===== src/rtl/pus_pkg.sv =====
package pus_pkg;

  typedef enum logic [2:0] {
    ST_IDLE,
    ST_PON_REQ,
    ST_PON_POLL,
    ST_PON_SETTLE,
    ST_PG_POLL,
    ST_PG_SETTLE,
    ST_UNCLAMP,
    ST_FAIL
  } seq_state_e;

  // byte offsets of the register view
  localparam int unsigned OFS_CTRL  = 0;
  localparam int unsigned OFS_PWREN = 4;
  localparam int unsigned OFS_STAT  = 8;

  // bit positions inside the register words
  localparam int BIT_HWRST = 6;
  localparam int BIT_CLAMP = 20;
  localparam int BIT_PON   = 21;
  localparam int BIT_PGOOD = 22;
  localparam int BIT_DONE  = 0;
  localparam int BIT_BUSY  = 1;
  localparam int BIT_ERR   = 2;
  localparam int BIT_ESTG  = 3;

  // cycles covering ns nanoseconds at hz, rounded up, never below one
  function automatic int unsigned ns_to_cyc(longint unsigned hz, longint unsigned ns);
    longint unsigned c;
    c = (hz * ns + 64'd999_999_999) / 64'd1_000_000_000;
    if (c == 0) c = 1;
    return int'(c);
  endfunction

endpackage


===== src/rtl/pus_sync.sv =====
module pus_sync #(
  parameter int WIDTH  = 2,
  parameter int STAGES = 2
) (
  input  logic             clk,
  input  logic             rst,
  input  logic [WIDTH-1:0] d_i,
  output logic [WIDTH-1:0] q_o
);

  logic [WIDTH-1:0] stg [STAGES];

  for (genvar g = 0; g < STAGES; g++) begin : g_stage
    if (g == 0) begin : g_first
      always_ff @(posedge clk) begin
        if (rst) stg[0] <= '0;
        else     stg[0] <= d_i;
      end
    end else begin : g_next
      always_ff @(posedge clk) begin
        if (rst) stg[g] <= '0;
        else     stg[g] <= stg[g-1];
      end
    end
  end

  assign q_o = stg[STAGES-1];

endmodule


===== src/rtl/pus_timer.sv =====
module pus_timer #(
  parameter int TMR_W = 8
) (
  input  logic             clk,
  input  logic             rst,
  input  logic             load_i,
  input  logic [TMR_W-1:0] val_i,
  output logic             zero_o
);

  logic [TMR_W-1:0] cnt;

  always_ff @(posedge clk) begin
    if (rst)             cnt <= '0;
    else if (load_i)     cnt <= val_i;
    else if (cnt != '0)  cnt <= cnt - 1'b1;
  end

  assign zero_o = (cnt == '0);

  // settle and poll gaps shrink by exactly one per cycle
  a_r8_tmr_step: assert property (@(posedge clk) disable iff (rst)
    (!load_i && cnt != '0) |=> (cnt == $past(cnt) - 1'b1));

endmodule


===== src/rtl/pus_fsm.sv =====
module pus_fsm
  import pus_pkg::*;
#(
  parameter int POLL_CYC   = 100,
  parameter int SETTLE_CYC = 50,
  parameter int POLL_LIMIT = 10,
  parameter int TMR_W      = 7,
  parameter int POLL_W     = 4
) (
  input  logic             clk,
  input  logic             rst,
  input  logic             start_i,
  input  logic             pon_ack_i,
  input  logic             pg_ack_i,
  input  logic             tmr_zero_i,
  output logic             tmr_load_o,
  output logic [TMR_W-1:0] tmr_val_o,
  output logic             hw_rst_o,
  output logic             pon_req_o,
  output logic             pg_req_o,
  output logic             clamp_o,
  output logic             busy_o,
  output logic             done_o,
  output logic             err_o,
  output logic             err_stage_o
);

  localparam logic [TMR_W-1:0]  POLL_RELOAD = TMR_W'(POLL_CYC - 1);
  localparam logic [TMR_W-1:0]  SETL_RELOAD = TMR_W'(SETTLE_CYC - 1);
  localparam logic [POLL_W-1:0] LAST_POLL   = POLL_W'(POLL_LIMIT - 1);

  seq_state_e        state;
  logic [POLL_W-1:0] polls;
  logic              cur_ack;
  logic              last_poll;

  assign cur_ack   = (state == ST_PG_POLL) ? pg_ack_i : pon_ack_i;
  assign last_poll = (polls == LAST_POLL);

  // timer reload requests
  always_comb begin
    tmr_load_o = 1'b0;
    tmr_val_o  = '0;
    unique case (state)
      ST_PON_POLL, ST_PG_POLL: begin
        if (tmr_zero_i) begin
          if (cur_ack) begin
            tmr_load_o = 1'b1;
            tmr_val_o  = SETL_RELOAD;
          end else if (!last_poll) begin
            tmr_load_o = 1'b1;
            tmr_val_o  = POLL_RELOAD;
          end
        end
      end
      ST_PG_SETTLE: begin
        if (tmr_zero_i) begin
          tmr_load_o = 1'b1;
          tmr_val_o  = SETL_RELOAD;
        end
      end
      default: ;
    endcase
  end

  always_ff @(posedge clk) begin
    if (rst) begin
      state       <= ST_IDLE;
      polls       <= '0;
      hw_rst_o    <= 1'b1;
      pon_req_o   <= 1'b0;
      pg_req_o    <= 1'b0;
      clamp_o     <= 1'b1;
      busy_o      <= 1'b0;
      done_o      <= 1'b0;
      err_o       <= 1'b0;
      err_stage_o <= 1'b0;
    end else begin
      unique case (state)
        ST_IDLE: begin
          if (start_i) begin
            hw_rst_o <= 1'b0;
            busy_o   <= 1'b1;
            done_o   <= 1'b0;
            state    <= ST_PON_REQ;
          end
        end
        ST_PON_REQ: begin
          pon_req_o <= 1'b1;
          polls     <= '0;
          state     <= ST_PON_POLL;
        end
        ST_PON_POLL, ST_PG_POLL: begin
          if (tmr_zero_i) begin
            if (cur_ack) begin
              state <= (state == ST_PON_POLL) ? ST_PON_SETTLE : ST_PG_SETTLE;
            end else if (last_poll) begin
              err_o       <= 1'b1;
              err_stage_o <= (state == ST_PG_POLL);
              busy_o      <= 1'b0;
              state       <= ST_FAIL;
            end else begin
              polls <= polls + 1'b1;
            end
          end
        end
        ST_PON_SETTLE: begin
          if (tmr_zero_i) begin
            pg_req_o <= 1'b1;
            polls    <= '0;
            state    <= ST_PG_POLL;
          end
        end
        ST_PG_SETTLE: begin
          if (tmr_zero_i) begin
            clamp_o <= 1'b0;
            state   <= ST_UNCLAMP;
          end
        end
        ST_UNCLAMP: begin
          if (tmr_zero_i) begin
            hw_rst_o <= 1'b1;
            done_o   <= 1'b1;
            busy_o   <= 1'b0;
            state    <= ST_IDLE;
          end
        end
        ST_FAIL: ;
        default: state <= ST_FAIL;
      endcase
    end
  end

  // the power-good request never leads the power-on request
  a_r6_pg_after_pon: assert property (@(posedge clk) disable iff (rst)
    pg_req_o |-> pon_req_o);

  // clamp only released once power-good was requested
  a_r7_clamp_after_pg: assert property (@(posedge clk) disable iff (rst)
    !clamp_o |-> pg_req_o);

  // a finished domain is out of reset and unclamped
  a_r8_done_state: assert property (@(posedge clk) disable iff (rst)
    done_o |-> (hw_rst_o && !clamp_o && !busy_o));

  // the error flag and outputs hold once raised
  a_r12_err_sticky: assert property (@(posedge clk) disable iff (rst)
    err_o |=> (err_o && $stable(err_stage_o) && $stable(pon_req_o) && $stable(pg_req_o)));

  // error and done are never both reported
  a_r5_err_xor_done: assert property (@(posedge clk) disable iff (rst)
    !(err_o && done_o));

endmodule


===== src/rtl/pus_regview.sv =====
module pus_regview
  import pus_pkg::*;
#(
  parameter int ADDR_W = 4,
  parameter int DATA_W = 32
) (
  input  logic              clk,
  input  logic              rst,
  input  logic [ADDR_W-1:0] addr_i,
  input  logic              hw_rst_i,
  input  logic              clamp_i,
  input  logic              pon_req_i,
  input  logic              pg_req_i,
  input  logic              pon_ack_i,
  input  logic              pg_ack_i,
  input  logic              done_i,
  input  logic              busy_i,
  input  logic              err_i,
  input  logic              err_stage_i,
  output logic [DATA_W-1:0] rdata_o
);

  logic [DATA_W-1:0] w_ctrl, w_pwren, w_stat;
  logic              hit;

  always_comb begin
    w_ctrl  = '0;
    w_pwren = '0;
    w_stat  = '0;
    w_ctrl[BIT_HWRST]  = hw_rst_i;
    w_pwren[BIT_CLAMP] = clamp_i;
    w_pwren[BIT_PON]   = pon_req_i;
    w_pwren[BIT_PGOOD] = pg_req_i;
    w_stat[BIT_DONE]   = done_i;
    w_stat[BIT_BUSY]   = busy_i;
    w_stat[BIT_ERR]    = err_i;
    w_stat[BIT_ESTG]   = err_stage_i;
    w_stat[BIT_PON]    = pon_ack_i;
    w_stat[BIT_PGOOD]  = pg_ack_i;
  end

  assign hit = (addr_i == ADDR_W'(OFS_CTRL)) || (addr_i == ADDR_W'(OFS_PWREN)) ||
               (addr_i == ADDR_W'(OFS_STAT));

  always_ff @(posedge clk) begin
    if (rst) begin
      rdata_o <= '0;
    end else begin
      if (addr_i == ADDR_W'(OFS_CTRL))       rdata_o <= w_ctrl;
      else if (addr_i == ADDR_W'(OFS_PWREN)) rdata_o <= w_pwren;
      else if (addr_i == ADDR_W'(OFS_STAT))  rdata_o <= w_stat;
      else                                   rdata_o <= '0;
    end
  end

  // an unmapped offset reads back as zero on the next cycle
  a_r13_hole_zero: assert property (@(posedge clk) disable iff (rst)
    !hit |=> (rdata_o == '0));

endmodule


===== src/rtl/pwr_up_seq.sv =====
module pwr_up_seq
  import pus_pkg::*;
#(
  parameter int unsigned CLK_HZ      = 100_000_000,
  parameter int unsigned POLL_NS     = 1000,
  parameter int unsigned SETTLE_NS   = 500,
  parameter int          POLL_LIMIT  = 10,
  parameter int          SYNC_STAGES = 2,
  parameter int          ADDR_W      = 4,
  parameter int          DATA_W      = 32
) (
  input  logic              clk,
  input  logic              rst,
  input  logic              start_i,
  input  logic              pon_ack_i,
  input  logic              pg_ack_i,
  output logic              hw_rst_o,
  output logic              pon_req_o,
  output logic              pg_req_o,
  output logic              clamp_o,
  output logic              busy_o,
  output logic              done_o,
  output logic              err_o,
  output logic              err_stage_o,
  input  logic [ADDR_W-1:0] reg_addr_i,
  output logic [DATA_W-1:0] reg_rdata_o
);

  localparam int POLL_CYC   = int'(ns_to_cyc(longint'(CLK_HZ), longint'(POLL_NS)));
  localparam int SETTLE_CYC = int'(ns_to_cyc(longint'(CLK_HZ), longint'(SETTLE_NS)));
  localparam int TMR_MAX    = (POLL_CYC > SETTLE_CYC) ? POLL_CYC : SETTLE_CYC;
  localparam int TMR_W      = $clog2(TMR_MAX + 1);
  localparam int POLL_W     = (POLL_LIMIT > 1) ? $clog2(POLL_LIMIT) : 1;

  logic [1:0]       ack_raw, ack_s;
  logic             tmr_load, tmr_zero;
  logic [TMR_W-1:0] tmr_val;

  assign ack_raw = {pg_ack_i, pon_ack_i};

  pus_sync #(.WIDTH(2), .STAGES(SYNC_STAGES)) u_sync (
    .clk (clk),
    .rst (rst),
    .d_i (ack_raw),
    .q_o (ack_s)
  );

  pus_timer #(.TMR_W(TMR_W)) u_timer (
    .clk    (clk),
    .rst    (rst),
    .load_i (tmr_load),
    .val_i  (tmr_val),
    .zero_o (tmr_zero)
  );

  pus_fsm #(
    .POLL_CYC   (POLL_CYC),
    .SETTLE_CYC (SETTLE_CYC),
    .POLL_LIMIT (POLL_LIMIT),
    .TMR_W      (TMR_W),
    .POLL_W     (POLL_W)
  ) u_fsm (
    .clk         (clk),
    .rst         (rst),
    .start_i     (start_i),
    .pon_ack_i   (ack_s[0]),
    .pg_ack_i    (ack_s[1]),
    .tmr_zero_i  (tmr_zero),
    .tmr_load_o  (tmr_load),
    .tmr_val_o   (tmr_val),
    .hw_rst_o    (hw_rst_o),
    .pon_req_o   (pon_req_o),
    .pg_req_o    (pg_req_o),
    .clamp_o     (clamp_o),
    .busy_o      (busy_o),
    .done_o      (done_o),
    .err_o       (err_o),
    .err_stage_o (err_stage_o)
  );

  pus_regview #(.ADDR_W(ADDR_W), .DATA_W(DATA_W)) u_regs (
    .clk         (clk),
    .rst         (rst),
    .addr_i      (reg_addr_i),
    .hw_rst_i    (hw_rst_o),
    .clamp_i     (clamp_o),
    .pon_req_i   (pon_req_o),
    .pg_req_i    (pg_req_o),
    .pon_ack_i   (ack_s[0]),
    .pg_ack_i    (ack_s[1]),
    .done_i      (done_o),
    .busy_i      (busy_o),
    .err_i       (err_o),
    .err_stage_i (err_stage_o),
    .rdata_o     (reg_rdata_o)
  );

  // a start accepted from idle raises busy and lowers reset together
  a_r2_start_takes: assert property (@(posedge clk) disable iff (rst)
    (start_i && !busy_o && !err_o) |=> (busy_o && !hw_rst_o));

  // a start during a run does not end the run early
  a_r11_busy_start: assert property (@(posedge clk) disable iff (rst)
    (start_i && busy_o && !clamp_o) |=> (busy_o || done_o));

endmodule


===== config.mk =====
export PLATFORM = sky130hd
export DESIGN_NAME = pwr_up_seq
export DESIGN_NICKNAME = d
export VERILOG_FILES = /design/src/rtl/pus_pkg.sv /design/src/rtl/pus_sync.sv /design/src/rtl/pus_timer.sv /design/src/rtl/pus_fsm.sv /design/src/rtl/pus_regview.sv /design/src/rtl/pwr_up_seq.sv
export SDC_FILE = /design/constraint.sdc
export NUM_CORES = 1
export LEC_CHECK = 0
export CORE_AREA = 2 2 67 69
export CTS_BUF_LIST = sky130_fd_sc_hd__clkbuf_4 sky130_fd_sc_hd__clkbuf_8
export CTS_CLUSTER_DIAMETER = 200
export DETAILED_ROUTE_END_ITERATION = 16
export DIE_AREA = 0 0 69 71
export DONT_BUFFER_PORTS = 1
export SETUP_SLACK_MARGIN = 0.15
export SYNTH_ARGS = -nofsm -noshare
export SYNTH_HDL_FRONTEND = slang
export SYNTH_SLANG_ARGS = --single-unit

===== constraint.sdc =====
create_clock -name clk -period 2.4 [get_ports clk]
set_input_delay 0.36 -clock clk [delete_from_list [all_inputs] [get_ports clk]]
set_output_delay 0.36 -clock clk [all_outputs]
set_load 0.01 [all_outputs]

==> reports/metrics.yaml, run 1 <==
static-leakage-power_nw: 0.6886
clock-skew-final_ns: 0.002194
hold_path.class: "in -> reg"
power_frac_seq_pct: 39.9
number_of_optimization_iterations_in_the_first_detailed_route_pass: 4
instance_count_after_placement_with_tap_cells_included: 253
avgSynthCellArea_sq_um: 8.699
clock_sinks: 34
switching_share_of_total_power_pct: 42.31
antenna_cells: 0
detailedRoute.firstIterationViolations: 62
max_freq_ghz: 0.5387
max-vdd-ir-drop_mv: 0.4152
share_of_total_power_in_the_clock_network_pct: 18.7
tritoncts: "built"
routed_wirelength_mm: 3.467
dpl_worst_slack_ns: 0.5420
worst_r2r_endpoint: "u_fsm.state[0]"
first_global_vias: 1214
synth-seq-cells: 34
layout.cells.most_common: "dfxtp_1"
p_total_mw: 2.067
switching_component_of_the_power_mw: 0.8747
synth.cell_area_sq_um: 1827
cts.hold.buffers_added: 0
critical_path.endpoint_type: "flip-flop"
grt_start_max_net_pins: 31
critPathLaunch: "u_fsm.state[2]"
ctsResizeCount: 0
synth_flop_cell: "dfxtp_1"
hpwl_mm: 2.534
worstPathMaxFanout: 12
cts_buffer_count: 5
fin_crit_sh_pct: 77.34
synth-edff-count: 0
ctsRootBufferMaster: "clkbuf_8"
drive_above_1_share_pct: 8.173
top_level_ports: 49
worstMarginPinSlew_ns: 0.5491
dr_total_vias: 1387
critical_path_arrival_ns: 2.03
critical_path_required_ns: 2.57
power_per_cell_area_nw_per_um2: 1129
drv_slew: 0
cts_max_level: 2
setup.reg_to_reg.worst_slack_ns: 0.54
worst_skew_pair.late_latency_ns: 0.28
path_class: "reg -> reg"
die-width_um: 69
comb_power_share_pct: 41.4
crit-reg2reg-launch: "u_fsm.state[2]"
first_pass_grt_wire_length_mm: 5.961
routed_wire_length_per_instance_um: 13.33
fin_tns_setup_ns: 0
final_nets: 220
rsz0062_at_grt: "no"
start_util_pct: 43.45
synthesis_warning_total: 0
die_height_um: 71
startpoint_type: "flip-flop"
final.min_clock_period_ns: 1.856
fin_ws_ns: 0.5438
groute.usage.overall_pct: 15.53
fin_worst_hold_slack_ns: 0.1421
hold_path_startpoint: "rst"
status: "complete, no violations"
core_region_area_sq_um: 4204
synth-seq-area-share_pct: 37.26
hold_viol: 0
antenna_found_initial: 0
endpoint: "u_fsm.state[0]"
worst-r2r-cell-count: 4
post-cts-setup-buffers: 0
synth_async_sr_flop_share_pct: 0
detail_route.drc_violations: 0
maxSlewHeadroom_pct: 63.35
maxCapViolations: 0
cts_buffer_depth: 2
grt_overflow_total: 0
final_cells: 260
layout.cells.most_common_list: "dfxtp_1 (34), conb_1 (24), nor2_1 (14), a21oi_1 (14), nand2_1 (11)"
finalWeightedCongestion: 0.7996
detail-route-antenna-nets: 0
setup_violations: 0
clk_pin_slew_ns: 0.06
vias_per_cell: 5.335
area_growth_syn_to_layout_pct: 0.2741
synthesis.instances: 210
die_area_sq_um: 4899
synthDistinctLibCells: 56
port_bufs: 0
row_count: 24
internal_power_contribution_mw: 1.193
## cell usage after synthesis, types with 2 or more instances
master / number / area [sq um]
a22oi_1: 2 / 15.01
nand2_1: 11 / 41.29
a21oi_1: 14 / 70.07
nor2_1: 14 / 52.55
ha_1: 3 / 37.54
nor3_1: 4 / 20.02
o211ai_1: 3 / 22.52
nor2b_1: 10 / 62.56
or4_1: 3 / 22.52
buf_2: 3 / 15.01
a21o_1: 2 / 15.01
a211oi_1: 2 / 15.01
dfxtp_1: 34 / 680.7
inv_1: 9 / 33.78
and2_1: 5 / 31.28
nor4_1: 2 / 12.51
o221ai_1: 3 / 26.28
buf_4: 25 / 187.7
o21ai_0: 6 / 30.03
nand2b_1: 5 / 31.28
and3_1: 2 / 12.51
nand3_1: 5 / 25.02
clkbuf_1: 2 / 7.510
a31oi_1: 3 / 18.77
or3_1: 7 / 43.79
## power groups by stage
stage / logic, mW / clock network [mW] / registers [mW]
after floorplan: 0.785 / 0 / 0.771
after global placement: 0.852 / 0 / 0.835
after detailed placement: 0.850 / 0 / 0.837
after CTS: 0.857 / 0.406 / 0.823
after global routing: 0.976 / 0.424 / 0.845
final: 0.856 / 0.386 / 0.824
## metrics by stage
| step | instance area (sq um) | utilization [%] |
|---|---|---|
| 2_1_floorplan | 1913 | - |
| 3_3_place_gp | 1753 | 41.70 |
| 3_5_place_dp | 1753 | 41.70 |
| 4_1_cts | 1832 | 43.57 |
| 5_1_grt | 1832 | 43.57 |
| 6_report | 1832 | 43.57 |
## sequential cells by signal, indices dropped and copies added (netlist names)
name and count:
u_fsm.busy_o 1, u_fsm.clamp_o 1, u_fsm.done_o 1, u_fsm.err_o 1
u_fsm.err_stage_o 1, u_fsm.hw_rst_o 1, u_fsm.pg_req_o 1, u_fsm.polls 4
u_fsm.pon_req_o 1, u_fsm.state 3, u_regs.rdata_o 8, u_sync.stg 4
u_timer.cnt 7
## final cells by class
| class | instances | area, sq um |
|---|---|---|
| inverter | 10 | 37.54 |
| tap | 52 | 65.06 |
| sequential | 34 | 680.7 |
| clock inverter | 2 | 10.01 |
| multi-input combinational | 157 | 969.7 |
| clock buffer | 5 | 68.82 |
| fill | 432 | 2372 |
## how the worst min path moves through the flow
| stage | slack (ns) | cells past startpoint | to |
|---|---|---|---|
| 6_report | 0.14 | 1 | u_fsm.state[1] |
| 3_5_place_dp | 0.42 | 1 | u_sync.stg[1][1] |
| 4_1_cts | 0.13 | 1 | u_fsm.state[1] |
| 5_1_grt | 0.12 | 1 | u_sync.stg[0][1] |
| 2_1_floorplan | 0.41 | 1 | u_sync.stg[1][0] |
| 3_3_place_gp | 0.42 | 1 | u_sync.stg[1][1] |
## cell families after synthesis
group,after synthesis,share of synthesized area [%]
simple gates,81,26.71
mux,1,0.6164
fa+ha+maj,3,2.055
xor+xnor,1,0.4795
flops,34,37.26
compound gates,47,18.29
buf+inv,42,14.38
other cells,1,0.2053
## worst max-delay path, cell delays in order, from the launching register on
cell and delay [ns]:
dfxtp_1 0.52, or3b_1 0.49, a211oi_4 0.31, nor4_1 0.11, mux2_1 0.31
## per-layer routing
layer | routed length [um] | track usage, % | part of all wire (%) | up-vias
li1 | - | - | - | 694
met1 | 1573 | 20.41 | 45 | 637
met2 | 1611 | 22.86 | 46 | 50
met3 | 217 | 5.840 | 6.3 | 6
met4 | 65 | 6.754 | 1.9 | 0
met5 | 0 | 0 | 0 | -
No activity file was read; power rests on OpenSTA's default activity.
==> inputs of run 2 (changes only) <==
Settings changed: ABC_AREA from default to 1, CORE_AREA 2 2 67 69 to 2 2 68 70, DIE_AREA 0 0 69 71 to 0 0 70 72.
Clock period 2.4 ns to 1.77 ns, I/O delays scaled along.
==> run 2 against run 1 <==
  * Register-to-register slack got worse by 0.25 ns
  * Routed wire length increased by 2.9%
  * Area after synthesis increased by 1.3%
  * Highest routed layer unchanged
  * First-iteration DRC count increased by 68%
  * Sequential power increased by 31%
  * Clock skew increased by 0.0062 ns
==> reports/metrics.yaml, run 2 <==
cts_max_level: 2  # unchanged
synthDominantAreaCellType: "dfxtp_1"
cts.hold.buffers_added: 0  # unchanged
tritoncts: "built"
dr_total_vias: 1455  # +4.9%
synth-edff-count: 0  # unchanged
area_of_combinational_cells_with_multiple_inputs_sq_um: 944.7  # -2.6%
startpoint_type: "flip-flop"
crit-reg2reg-launch: "u_fsm.polls[0]"
antenna_cells: 0  # unchanged
avgSynthCellArea_sq_um: 7.063  # -19%
top_routing_layer_used: "met4"
detailedRoute.firstIterationViolations: 104  # +68%
area_growth_syn_to_layout_pct: 5.206
max-vdd-ir-drop_mv: 0.4977  # +20%
layout.cells.most_common_list: "nand2_1 (42), nor2_1 (36), inv_1 (35)"
fin_tns_setup_ns: 0  # unchanged
antenna_found_initial: 0  # unchanged
first_pass_grt_wire_length_mm: 5.678  # -4.7%
die-width_um: 70  # +1.4%
critical_path.endpoint_type: "flip-flop"
core_region_area_sq_um: 4264  # +1.4%
fin_crit_sh_pct: 83.55  # +6.2 points
die_area_sq_um: 5040  # +2.9%
internal_power_contribution_mw: 1.770  # +48%
worst_skew_pair.late_latency_ns: 0.29  # about the same
final_nets: 278  # +26%
path_class: "reg -> reg"
groute.usage.overall_pct: 14.42  # -1.1 points
drv_slew: 0  # unchanged
clock_sinks: 34  # unchanged
detailroute.wirelength.met2_mm: 1.590  # -1.3%
switching_component_of_the_power_mw: 1.442  # +65%
dr_wl_met3_um: 199  # -8.3%
setup_violations: 0  # unchanged
maxCapViolations: 0  # unchanged
routed_wire_length_per_instance_um: 11.18  # -16%
post-route-cell-area_sq_um: 1947  # +6.3%
detail-route-antenna-nets: 0  # unchanged
synth_top_area_share_pct: 36.78  # -0.48 points
synth-seq-area-share_pct: 36.78  # -0.48 points
clk_pin_slew_ns: 0.08  # +0.02 ns
synthesis.instances: 262  # +25%
rsz0062_at_grt: "no"
synth.cell_area_sq_um: 1851  # +1.3%
cts_buffer_count: 5  # unchanged
critical_path_required_ns: 1.99  # -0.58 ns
status: "complete, no violations"
cp_slowest_stage_delay_ns: 0.41  # -0.11 ns
m1WireLength_mm: 1.707  # +8.5%
max_freq_ghz: 0.6762  # +26%
cts_buffer_depth: 2  # unchanged
synth_async_sr_flop_share_pct: 0  # unchanged
number_of_optimization_iterations_in_the_first_detailed_route_pass: 6  # +2
port_bufs: 0  # unchanged
row_count: 24  # unchanged
layout.filler_cells: 437  # +1.2%
first_global_vias: 1247  # +2.7%
hpwl_mm: 2.621  # +3.5%
placed_cell_area_sq_um: 1797  # +2.5%
worst_path_cell_trace: "ha_1, nand2_1, nor2_1, inv_1, nand2_4, nor2_2, nor2_2, nand2_1, a21oi_1"
switching_share_of_total_power_pct: 44.88  # +2.6 points
synth-seq-cells: 34  # unchanged
vias_per_cell: 4.561  # -14%
comb_power_share_pct: 47.4  # +6.0 points
library_cell_contributing_the_largest_single_delay_on_the_critical_path: "dfxtp_1"
power_per_cell_area_nw_per_um2: 1650  # +46%
most_numerous_cell_in_the_yosys_netlist: "nand2_1"
detail_route.drc_violations: 0  # unchanged
hold_viol: 0  # unchanged
layout.cells.most_common: "nand2_1"
top_register: "u_regs.rdata_o"
critical_path_arrival_ns: 1.70  # -0.33 ns
area.sequential_sq_um: 684.4  # +0.55%
hold_path.class: "in -> reg"
hold_path_startpoint: "rst"
synth_flop_cell: "dfxtp_1"
synth.top_cells.by_count: "nand2_1 (43), nor2_1 (39), inv_1 (36)"
finalWeightedCongestion: 0.8553  # +7.0%
synth.area.top_cells: "dfxtp_1 (37%), buf_4 (9.7%), nand2_1 (8.7%)"
share_of_total_power_in_the_clock_network_pct: 19.0  # +0.3 points
grt_start_max_net_pins: 18  # -42%
clock-skew-final_ns: 0.008404  # +0.006210 ns
synthesis_warning_total: 0  # unchanged
top_level_ports: 49  # unchanged
final.min_clock_period_ns: 1.479  # -0.3774 ns
ctsRootBufferMaster: "clkbuf_8"
start_util_pct: 43.40  # -0.054 points
synthDistinctLibCells: 29  # -48%
die_height_um: 72  # +1.4%
worstPathMaxFanout: 5  # -7
static-leakage-power_nw: 0.9152  # +33%
routed_wirelength_mm: 3.566  # +2.9%
power_frac_seq_pct: 33.6  # -6.3 points
drive_above_1_share_pct: 13.48  # +5.3 points
largest_register_ff_count: 8  # unchanged
grt_overflow_total: 0  # unchanged
critPathLaunch: "u_fsm.polls[0]"
largest_registers: "u_regs.rdata_o: 8 flops, u_timer.cnt: 7 flops"
==> run 2: changes by cell type in the layout (fill, tap and decap cells not counted), sizes merged, moves of 4 or more <==
cell	before	now
nand2	11	52
inv	10	38
nor2	14	42
nand3	5	18
nor2b	10	0
or3	7	0
and2	6	0
nand2b	5	0
o21ai	6	10
xor2	1	5
==> run 2: cells by family (layout without fill, tap and decap cells) <==
family,count (synthesis),in the layout,synth area share (%)
and+or+nand+nor,124,124,31.44
buffers and inverters,66,48,18.80
DFF,34,34,36.78
AOI/OAI and AO/OA,29,29,8.384
xor gates and xnor gates,5,5,2.366
adders and majority gates,3,3,2.029
other,1,24,0.2026
==> run 2: per-stage QoR <==
stage / power [mW] / setup slack, ns / instances / util [%] / hold WS [ns]
after detailed placement: 2.452 / 0.1530 / 309 / 42.14 / 0.3418
after global placement: 2.456 / 0.1595 / 309 / 42.14 / 0.3391
after CTS: 3.077 / 0.1974 / 317 / 44.42 / 0.02684
after floorplan: 2.256 / 0.3614 / 285 / - / 0.3725
after global routing: 3.465 / 0.1435 / 319 / 45.66 / 0.02362
final: 3.212 / 0.2912 / 319 / 45.66 / 0.03172
==> run 2: cell type report <==
class                           count  share of cell area (%)
Clock inverter                      2                  0.6427
Inverter                           38                   7.326
Multi-Input combinational cell    185                   48.52
Clock buffer                        6                   4.242
Tap cell                           52                   3.342
Timing Repair Buffer                2                  0.7712
Sequential cell                    34                   35.15
==> run 2: worst max-delay path: cells and delay by family (launching register included) <==
kind                       cells  cell delay, ns
AOI/OAI and AO/OA              1            0.11
DFF                            1            0.41
adders and majority gates      1            0.18
buffers and inverters          1            0.09
and+or+nand+nor                6            0.60
==> run 2: final timing paths <==
check / to / slack [ns] / depth (start not counted)
worst max-delay path: u_fsm.state[2] / 0.29 / 9
worst min register to register: u_sync.stg[1][0] / 0.40 / 2
worst max register to register: u_fsm.state[2] / 0.29 / 9
worst min-delay path: u_fsm.polls[2] / 0.03 / 1
==> run 2: power groups by stage <==
stage / logic [mW] / clock network, mW / registers (mW)
after detailed placement: 1.37 / 0 / 1.08
after global routing: 1.71 / 0.655 / 1.10
after global placement: 1.37 / 0 / 1.08
final: 1.52 / 0.610 / 1.08
after CTS: 1.38 / 0.626 / 1.07
after floorplan: 1.23 / 0 / 1.03
==> run 2: metal layers <==
layer  vias to the layer above  global-route usage [%]
met1                       629                   17.93
li1                        775                       -
met2                        45                   22.75
met3                         6                   4.167
met4                         0                   7.692
met5                         -                       0
==> run 2: timing repair <==
| item | in CTS | in global routing |
|---|---|---|
| gates cloned | 0 | 0 |
| hold endpoints to repair | 0 | 0 |
| setup buffers | 0 | 2 |
| resized for setup | 1 | 14 |
| endpoints found under the setup margin | 1 | 13 |
| pin swaps | 0 | 1 |
==> inputs of run 3 (changes only) <==
Clock period 1.77 ns to 1.5 ns, I/O delays scaled along.
==> run 3 against run 2 <==
  * The flow now finishes with violations (hold timing)
  * Core utilization grew 9.2 points
  * Worst hold slack lost 0.054 ns
  * First-iteration DRC count shrank 39%
  * Sequential share of layout area shrank 5.5 points
  * Via count grew 11%
  * Register-to-register slack lost 0.18 ns
  * Clock skew shrank 0.0039 ns
  * Global-route usage grew 0.83 points
==> reports/metrics.yaml, run 3 (same netlist as run 2, synthesis figures left out) <==
status: "complete, but fails checks"
failed_checks: "hold timing"
fin_worst_hold_slack_ns: -0.02273  # -0.05445 ns
clock-skew-final_ns: 0.004503  # -0.003902 ns
layout.filler_cells: 420  # -3.9%
clock_sinks: 34  # unchanged
worst-r2r-cell-count: 9  # unchanged
first_global_vias: 1315  # +5.5%
worstPathMaxFanout: 8  # +3
max_freq_ghz: 0.7206  # +6.6%
power_per_cell_area_nw_per_um2: 2036  # +23%
dr_total_vias: 1612  # +11%
area_of_combinational_cells_with_multiple_inputs_sq_um: 1136  # +20%
detailedRoute.firstIterationViolations: 63  # -39%
drive_above_1_share_pct: 31.72  # +18 points
fin_crit_sh_pct: 92.51  # +9.0 points
layout.cells.most_common: "nand2_1"
area.sequential_sq_um: 694.4  # +1.5%
final_util_pct: 54.84  # +9.2 points
dr_wl_met3_um: 190  # -4.5%
grt_overflow_total: 0  # unchanged
detail-route-antenna-nets: 0  # unchanged
hold_path_startpoint: "rst"
top_routing_layer_used: "met4"
cts_buffer_count: 5  # unchanged
groute.usage.overall_pct: 15.25  # +0.83 points
cts_buffer_depth: 2  # unchanged
largest_registers: "u_regs.rdata_o: 8 flops, u_timer.cnt: 7 flops"
tritoncts: "built"
critical_path_required_ns: 1.72  # -0.27 ns
hold_viol: 10  # +10
clk_pin_slew_ns: 0.07  # about the same
ctsRootBufferMaster: "clkbuf_8"
antenna_found_initial: 0  # unchanged
core_region_area_sq_um: 4264  # unchanged
antenna_cells: 0  # unchanged
start_util_pct: 43.40  # unchanged
path_class: "reg -> reg"
final_nets: 301  # +8.3%
worst_skew_pair.late_latency_ns: 0.29  # about the same
max-vdd-ir-drop_mv: 0.8039  # +62%
setup.reg_to_reg.worst_slack_ns: 0.11  # -0.18 ns
cts.hold.buffers_added: 5  # +5
detail_route.drc_violations: 0  # unchanged
critical_path.endpoint_type: "flip-flop"
m1WireLength_mm: 1.820  # +6.6%
row_count: 24  # unchanged
worst_hold_path.num_cells: 1  # unchanged
first_pass_grt_wire_length_mm: 6.051  # +6.6%
grt_start_max_net_pins: 18  # unchanged
area_growth_syn_to_layout_pct: 26.37
routed_wire_length_per_instance_um: 12.56  # +12%
top_level_ports: 49  # unchanged
p_total_mw: 4.761  # +48%
drv_slew: 0  # unchanged
top_register: "u_regs.rdata_o"
rsz0062_at_grt: "yes"
final.min_clock_period_ns: 1.388  # -0.09115 ns
layout.cells.most_common_list: "nand2_1 (31), nor2_1 (29), inv_1 (27), dfxtp_1 (27), conb_1 (24)"
number_of_optimization_iterations_in_the_first_detailed_route_pass: 4  # -2
hpwl_mm: 2.761  # +5.3%
startpoint_type: "flip-flop"
static-leakage-power_nw: 1.091  # +19%
finalWeightedCongestion: 0.9157  # +7.1%
detailroute.wirelength.met2_mm: 2.220  # +40%
sink_of_the_worst_hold_path: "u_fsm.state[2]"
cts_max_level: 2  # unchanged
vias_per_cell: 4.713  # +3.3%
port_bufs: 0  # unchanged
largest_register_ff_count: 8  # unchanged
critical_path_arrival_ns: 1.61  # -0.09 ns
maxCapViolations: 0  # unchanged
die_height_um: 72  # unchanged
crit-reg2reg-launch: "u_fsm.state[2]"
die_area_sq_um: 5040  # unchanged
die-width_um: 70  # unchanged
setup_violations: 0  # unchanged
routed_wirelength_mm: 4.296  # +20%
worst_r2r_endpoint: "u_fsm.state[1]"
hold_path.class: "in -> reg"
[run 3: cell count changes in the layout (fill, tap and decap cells not counted), moves of 7 or more]
cell     previous run  this run
nor2_1             36        29
buf_4               2        20
inv_1              35        27
nand2_1            42        31
[run 3: how the worst max path moves through the flow]
stage | startpoint | to | depth (start not counted)
after floorplan | u_timer.cnt[0] | u_fsm.polls[1] | 11
after global placement | u_timer.cnt[1] | u_fsm.polls[1] | 11
after detailed placement | u_timer.cnt[1] | u_fsm.polls[1] | 11
after CTS | u_timer.cnt[1] | u_fsm.polls[1] | 11
after global routing | u_fsm.state[2] | u_fsm.state[0] | 9
final | u_fsm.state[2] | u_fsm.state[1] | 9
[run 3: power by group]
part	switching (mW)	internal, mW	leakage (nW)
clock network	0.359	0.369	0.0472
logic	1.61	1.12	0.763
registers	0.210	1.09	0.281
total	2.18	2.58	1.09
[run 3: repair_timing]
item	in CTS	in global routing
setup buffers	3	9
hold endpoints to repair	16	11
resized for setup	20	59
setup endpoints to repair	16	16
pin swaps	6	23
[run 3: layout make-up]
type                            instances  share of cell area [%]
Clock buffer                            6                   3.531
Inverter                               38                   6.314
Clock inverter                          2                  0.5350
Multi-Input combinational cell        185                   48.58
Sequential cell                        34                   29.70
Timing Repair Buffer                   25                   8.561
Tap cell                               52                   2.782
[run 3: layer usage]
layer	vias up	track usage [%]
met3	7	4.167
met1	740	18.98
met2	42	25.08
li1	823	-
met4	0	6.410
met5	-	0
[run 3: worst max-delay path, stage by stage (launching register included)]
cell and delay [ns]:
dfxtp_4 0.39, inv_2 0.12, nand3_4 0.12, nand2_8 0.14
nand2_8 0.08, nor2_4 0.15, inv_2 0.07, nand2_4 0.08
o21ai_2 0.05, nor2_1 0.11
[run 3: through the flow]
step / instances / hold slack, ns / area (sq um) / setup slack (ns) / setup TNS, ns
2_1_floorplan: 285 / 0.3320 / 1947 / 0.1518 / 0
3_3_place_gp: 317 / 0.2970 / 1867 / -0.0009468 / -0.0009468
3_5_place_dp: 317 / 0.2984 / 1867 / -0.005774 / -0.005774
4_1_cts: 333 / -0.01983 / 2081 / 0.1258 / 0
5_1_grt: 342 / -0.02727 / 2338 / 0.04612 / 0
6_report: 342 / -0.02273 / 2338 / 0.1123 / 0
